==> src/rtl/bus_slave_reg_pkg.sv <==
// Package: shared transfer-code type for the bus slave register.
// Assumes a 2-bit transfer code on the bus control lines.
package bus_slave_reg_pkg;
    typedef enum logic [1:0] {
        XF_READ       = 2'b00,
        XF_READ_HOLD  = 2'b01,
        XF_WRITE_WORD = 2'b10,
        XF_WRITE_BYTE = 2'b11
    } xfer_e;
endpackage

==> src/rtl/bsr_addr_match.sv <==
// Address comparator: flags a hit when the address bits above the byte-lane
// select field equal the same bits of the base address.
// Assumes LANE_SEL_W >= 1 (at least two byte lanes).
module bsr_addr_match #(
    parameter int                  ADDR_W     = 18,
    parameter int                  LANE_SEL_W = 1,
    parameter logic [ADDR_W-1:0]   BASE_ADDR  = '0
) (
    input  logic [ADDR_W-1:0] addr,
    output logic              hit
);
    // Compare only the word-select bits; lane bits never take part.
    always_comb begin
        hit = (addr[ADDR_W-1:LANE_SEL_W] == BASE_ADDR[ADDR_W-1:LANE_SEL_W]);
    end
endmodule

==> src/rtl/bsr_handshake.sv <==
// Slave acknowledge generator: raises ack one clock after master sync is seen
// with an address hit, holds it while master sync stays high, drops it after.
// Assumes master sync is synchronous to clk.
module bsr_handshake (
    input  logic clk,
    input  logic rst_n,
    input  logic msyn,
    input  logic hit,
    output logic ack
);
    // Acknowledge register: set on a hit, held through the transfer.
    always_ff @(posedge clk) begin
        if (!rst_n) ack <= 1'b0;
        else        ack <= msyn & (ack | hit);
    end

    // acknowledge rises the clock after a hit with master sync
    p_ack_rise_r5: assert property (@(posedge clk) disable iff (!rst_n)
        (msyn && hit && !ack) |=> ack);
    // acknowledge is held while master sync stays high
    p_ack_hold_r5: assert property (@(posedge clk) disable iff (!rst_n)
        (msyn && ack) |=> ack);
    // acknowledge released once master sync is low
    p_ack_release_r5: assert property (@(posedge clk) disable iff (!rst_n)
        !msyn |=> !ack);
endmodule

==> src/rtl/bsr_lane_store.sv <==
// Byte-lane storage: one register slice per lane, each loaded only when its
// own lane enable is high. Assumes DATA_W is a multiple of LANE_W.
module bsr_lane_store #(
    parameter int DATA_W = 16,
    parameter int LANE_W = 8,
    localparam int LANES = DATA_W / LANE_W
) (
    input  logic              clk,
    input  logic              rst_n,
    input  logic [LANES-1:0]  lane_we,
    input  logic [DATA_W-1:0] d,
    output logic [DATA_W-1:0] q
);
    for (genvar i = 0; i < LANES; i++) begin : g_lane
        // Lane slice: cleared on reset, loaded when its enable is high.
        always_ff @(posedge clk) begin
            if (!rst_n)          q[i*LANE_W +: LANE_W] <= '0;
            else if (lane_we[i]) q[i*LANE_W +: LANE_W] <= d[i*LANE_W +: LANE_W];
        end
    end
endmodule

==> src/rtl/bus_slave_reg.sv <==
// Bus-mapped slave read/write register. Decodes the address and the transfer
// code, produces byte-lane write strobes, gates the read data and runs the
// slave handshake. Assumes all bus inputs are synchronous to clk.
module bus_slave_reg
    import bus_slave_reg_pkg::*;
#(
    parameter int                ADDR_W    = 18,
    parameter int                DATA_W    = 16,
    parameter int                LANE_W    = 8,
    parameter logic [ADDR_W-1:0] BASE_ADDR = 18'h3FF78
) (
    input  logic              clk,
    input  logic              bus_init_n,
    input  logic [ADDR_W-1:0] bus_addr,
    input  logic [1:0]        bus_ctl,
    input  logic              msyn,
    input  logic [DATA_W-1:0] wdata,
    output logic              ssyn,
    output logic [DATA_W-1:0] rdata,
    output logic              rdata_oe,
    output logic [DATA_W-1:0] reg_q
);
    localparam int LANES      = DATA_W / LANE_W;
    localparam int LANE_SEL_W = $clog2(LANES);

    xfer_e            xfer;
    logic             hit;
    logic             is_read;
    logic             is_write;
    logic             wr_strobe;
    logic [LANES-1:0] lane_we;

    bsr_addr_match #(
        .ADDR_W     (ADDR_W),
        .LANE_SEL_W (LANE_SEL_W),
        .BASE_ADDR  (BASE_ADDR)
    ) u_match (
        .addr (bus_addr),
        .hit  (hit)
    );

    bsr_handshake u_hs (
        .clk   (clk),
        .rst_n (bus_init_n),
        .msyn  (msyn),
        .hit   (hit),
        .ack   (ssyn)
    );

    // Transfer decode: classify the control code.
    always_comb begin
        xfer     = xfer_e'(bus_ctl);
        is_read  = (xfer == XF_READ) || (xfer == XF_READ_HOLD);
        is_write = (xfer == XF_WRITE_WORD) || (xfer == XF_WRITE_BYTE);
        wr_strobe = msyn & hit & ~ssyn & is_write;
    end

    // Lane enables: all lanes for a word write, the addressed lane for a byte write.
    for (genvar i = 0; i < LANES; i++) begin : g_we
        always_comb begin
            lane_we[i] = wr_strobe &
                ((xfer == XF_WRITE_WORD) ||
                 (bus_addr[LANE_SEL_W-1:0] == LANE_SEL_W'(i)));
        end
    end

    bsr_lane_store #(
        .DATA_W (DATA_W),
        .LANE_W (LANE_W)
    ) u_store (
        .clk     (clk),
        .rst_n   (bus_init_n),
        .lane_we (lane_we),
        .d       (wdata),
        .q       (reg_q)
    );

    // Read gating: drive only during a read to this address outside initialise.
    always_comb begin
        rdata_oe = bus_init_n & msyn & hit & is_read;
        rdata    = rdata_oe ? reg_q : '0;
    end

    // nothing is presented on the read lines unless driving
    p_no_drive_r7: assert property (@(posedge clk) disable iff (!bus_init_n)
        !rdata_oe |-> (rdata == '0));
    // read transfers leave the register untouched
    p_read_keeps_r8: assert property (@(posedge clk) disable iff (!bus_init_n)
        (msyn && !bus_ctl[1]) |=> $stable(reg_q));
    // no second write once the acknowledge is held
    p_single_write_r6: assert property (@(posedge clk) disable iff (!bus_init_n)
        (ssyn && msyn) |=> $stable(reg_q));
    // an address miss never raises the acknowledge
    p_miss_no_ack_r3: assert property (@(posedge clk) disable iff (!bus_init_n)
        (!ssyn && (!msyn || !hit)) |=> !ssyn);
    // low-lane byte write keeps the upper byte
    p_low_lane_keeps_r2: assert property (@(posedge clk) disable iff (!bus_init_n)
        (msyn && hit && !ssyn && bus_ctl == 2'b11 && !bus_addr[0])
        |=> $stable(reg_q[DATA_W-1:LANE_W]));
endmodule

==> config.mk <==
export PLATFORM = sky130hd
export DESIGN_NAME = bus_slave_reg
export DESIGN_NICKNAME = d
export VERILOG_FILES = /design/src/rtl/bus_slave_reg_pkg.sv /design/src/rtl/bsr_addr_match.sv /design/src/rtl/bsr_handshake.sv /design/src/rtl/bsr_lane_store.sv /design/src/rtl/bus_slave_reg.sv
export SDC_FILE = /design/constraint.sdc
export NUM_CORES = 1
export LEC_CHECK = 0
export BUFFER_PORTS_ARGS = -buffer_cell sky130_fd_sc_hd__buf_2
export CAP_MARGIN = 20
export CORE_MARGIN = 5
export CORE_UTILIZATION = 35
export CTS_CLUSTER_DIAMETER = 100
export DETAILED_ROUTE_END_ITERATION = 6
export GPL_TIMING_DRIVEN = 0
export PLACE_DENSITY = 0.73
export SYNTH_ARGS = -nofsm -noshare
export SYNTH_HDL_FRONTEND = slang
export SYNTH_SLANG_ARGS = --single-unit
export TNS_END_PERCENT = 100
==> constraint.sdc <==
create_clock -name clk -period 1.42 [get_ports clk]
set_clock_uncertainty 0.15 [all_clocks]
set_input_delay 0.071 -clock clk [delete_from_list [all_inputs] [get_ports clk]]
set_output_delay 0.071 -clock clk [all_outputs]
set_load 0.01 [all_outputs]
==> impl_metrics.sql <==
INSERT INTO impl_metrics (metric_group, metric, value, unit) VALUES
('critical_path', 'crit_path_max_fanout', '7', ''),
('global_routing', 'via_count_of_the_first_global_routing_pass', '1262', ''),
('critical_path', 'crit-reg2reg-capture', 'u_store.q[4]', ''),
('cts', 'cts-root-to-sink-buffers', '2', ''),
('placement', 'io_buffers', '72', ''),
('final_layout', 'finish.cell_count_without_fillers', '241', ''),
('final_layout', 'layout.cells.most_common_list', '57 x sky130_fd_sc_hd__buf_2, 19 x sky130_fd_sc_hd__nand4_1, 19 x sky130_fd_sc_hd__buf_6', ''),
('routing', 'dr.pass1.iters', '5', ''),
('final_layout', 'fraction_of_final_layout_cells_with_drive_strength_greater_than_1', '51.9', '%'),
('run_status', 'run_status', 'finished, violations left', ''),
('routing', 'remaining_drc_errors', '0', ''),
('global_routing', 'globalRouteOverflowTotal', '0', ''),
('power_and_ir_drop', 'internal-power', '669', 'uW'),
('critical_path', 'critical_path.startpoint', 'bus_addr[1]', ''),
('final_layout', 'final_common_cell', 'sky130_fd_sc_hd__buf_2', ''),
('power_and_ir_drop', 'p_seq_share', '55.0', '%'),
('critical_path', 'timing.critical_path.to_type', 'output port', ''),
('sta', 'timing.final.crit_period', '1540', 'ps'),
('critical_path', 'worst_r2r_startpoint', 'u_hs.ack', ''),
('hold_path', 'worst_hold_path.num_cells', '4', ''),
('die', 'floorplan.die.width', '61.4', 'um'),
('final_layout', 'multi_input_area', '536', 'sq um'),
('critical_path', 'cp.arrival', '1320', 'ps'),
('cts', 'cts-buffers-inserted', '3', ''),
('global_routing', 'grt-busiest-layer', 'met2', ''),
('power_and_ir_drop', 'power.switching', '197', 'uW'),
('final_layout', 'regArea', '342', 'sq um'),
('power_and_ir_drop', 'leakagePower', '0.000815', 'uW'),
('critical_path', 'setup.worst_path.start_class', 'input pin', ''),
('cts', 'number_of_levels_in_the_clock_h_tree', '1', ''),
('cts', 'clock_tree.root_cell', 'sky130_fd_sc_hd__clkbuf_4', ''),
('final_layout', 'area.growth.synth_to_final', '87.3', '%'),
('global_routing', 'initial_antenna_violation_count', '0', ''),
('die', 'core_area', '2500', 'sq um'),
('placement', 'dpl_worst_slack', '-239', 'ps'),
('routing', 'initialDrtViolationCount', '22', ''),
('power_and_ir_drop', 'maximum_vdd_ir_drop', '0.000509', 'V'),
('routing', 'vias', '1222', ''),
('hold_path', 'whs_endpoint', 'u_store.q[7]', ''),
('synth', 'synthesis.yosys.warnings', '0', ''),
('hold_path', 'min-delay-start', 'bus_addr[3]', ''),
('final_layout', 'nets', '250', ''),
('final_layout', 'util_after_layout', '69.3', '%'),
('sta', 'final.period_utilization', '108', '%'),
('global_routing', 'grt_start_max_net_pins', '11', ''),
('power_and_ir_drop', 'comb_power_share', '14.9', '%'),
('routing', 'detail_route.wl_per_cell', '15.0', 'um'),
('placement', 'dp_cells', '213', ''),
('synth', 'postSynthRegisterBits', '17', ''),
('placement', 'gp_routability_congestion', '0.714', ''),
('placement', 'detailed_place_hpwl', '2360', 'um'),
('synth', 'syn-instance-count', '111', ''),
('critical_path', 'timing.setup.critical_path_class', 'in -> out', ''),
('global_routing', 'grt_use_total', '19.0', '%'),
('run_status', 'failed_checks', 'negative setup slack', ''),
('critical_path', 'worstPathRequired', '1200', 'ps'),
('routing', 'drt-vias-per-instance', '5.07', ''),
('synth', 'seq_area_frac_synth', '36.8', '%'),
('sta', 'timing.final.max_slew_violations', '0', ''),
('cts', 'clk-insertion-delay-late', '280', 'ps'),
('sta', 'hold_slack', '195', 'ps'),
('die', 'placementRows', '18', ''),
('power_and_ir_drop', 'swShare', '22.7', '%'),
('sta', 'setup-violations-final', '15', ''),
('sta', 'worst_slack', '-117', 'ps'),
('global_routing', 'use_met2', '34.9', '%'),
('synth', 'post_synthesis_net_count', '150', ''),
('die', 'die_height', '61.4', 'um'),
('die', 'io-pin-count', '73', ''),
('synth', 'synth.avg_cell_area', '8.33', 'sq um'),
('synth', 'netlist-cell-type-count', '19', '');
-- stage by stage --
stage,power [uW],setup TNS [ps]
floorplan,512,0
global placement,569,-3900
detailed placement,570,-4730
CTS,867,-2170
global route,911,-2110
finish,866,-1390
-- metal layers --
layer	up-vias	part of all wire, %
met3	6	7.5
met2	60	54
li1	607	-
met4	0	1.7
met5	-	0
met1	549	37
-- Yosys cell counts, drive strengths merged --
| library cell | n | area [sq um] |
|---|---|---|
| inv | 1 | 3.75 |
| and2 | 19 | 141 |
| and3 | 2 | 12.5 |
| and4b | 1 | 10.0 |
| buf | 6 | 57.6 |
| and4bb | 1 | 12.5 |
| a21oi | 17 | 85.1 |
| nand2 | 2 | 7.51 |
| clkbuf | 4 | 15.0 |
| nand4 | 19 | 119 |
| nor2 | 2 | 7.51 |
| nand2b | 1 | 6.26 |
| and4 | 2 | 17.5 |
| o21ai | 16 | 80.1 |
| dfxtp | 17 | 340 |
| and3b | 1 | 8.76 |
-- layout make-up --
type	instances	share of cell area [%]
buffer	5	2.17
timing repair buffer	100	43.1
antenna	1	0.145
tap	30	2.17
sequential	17	19.7
clock buffer	4	1.52
inverter	1	0.217
multi-input combinational	83	30.9
-- cells by family (layout without fill, tap and decap cells) --
kind of cell	count (synthesis)	after routing	synth area share, %
AND/OR/NAND/NOR	50	50	37.1
AO/OA/AOI/OAI	33	33	17.9
flip-flops	17	17	36.8
buffers and inverters	11	110	8.25
other	0	1	0
-- flip-flops by register name (all words and copies together), names as in the netlist --
register   cells
u_hs.ack       1
u_store.q     16
-- power groups by stage --
stage	Sequential [uW]	Clock, uW	Combinational (uW)
floorplan	487	0	24.2
global placement	487	0	81.1
detailed placement	487	0	82.7
CTS	476	267	123
global route	477	295	139
finish	476	260	129
-- critical path: stages --
cell	delay, ps
sky130_fd_sc_hd__buf_6	90
sky130_fd_sc_hd__and4bb_1	270
sky130_fd_sc_hd__and4_1	230
sky130_fd_sc_hd__and3_4	270
sky130_fd_sc_hd__clkbuf_16	160
sky130_fd_sc_hd__and2_4	130
sky130_fd_sc_hd__buf_6	90
-- how the worst max path moves through the flow --
stage / endpoint / slack (ps) / cells after the start
finish: rdata[13] / -120 / 7
global route: rdata[12] / -150 / 7
CTS: rdata[1] / -160 / 9
detailed placement: rdata[13] / -240 / 9
global placement: rdata[13] / -230 / 9
floorplan: rdata[10] / 30 / 7
-- timing repair --
action                                  4_1_cts  5_1_grt
cloned                                        0        1
resized for setup                            19       28
pin swaps                                     8        7
setup buffers                                 7        2
hold buffers                                 18        0
endpoints found under the setup margin       33       33
hold endpoints to repair                     17        0
(Power assumes the default switching activity.)
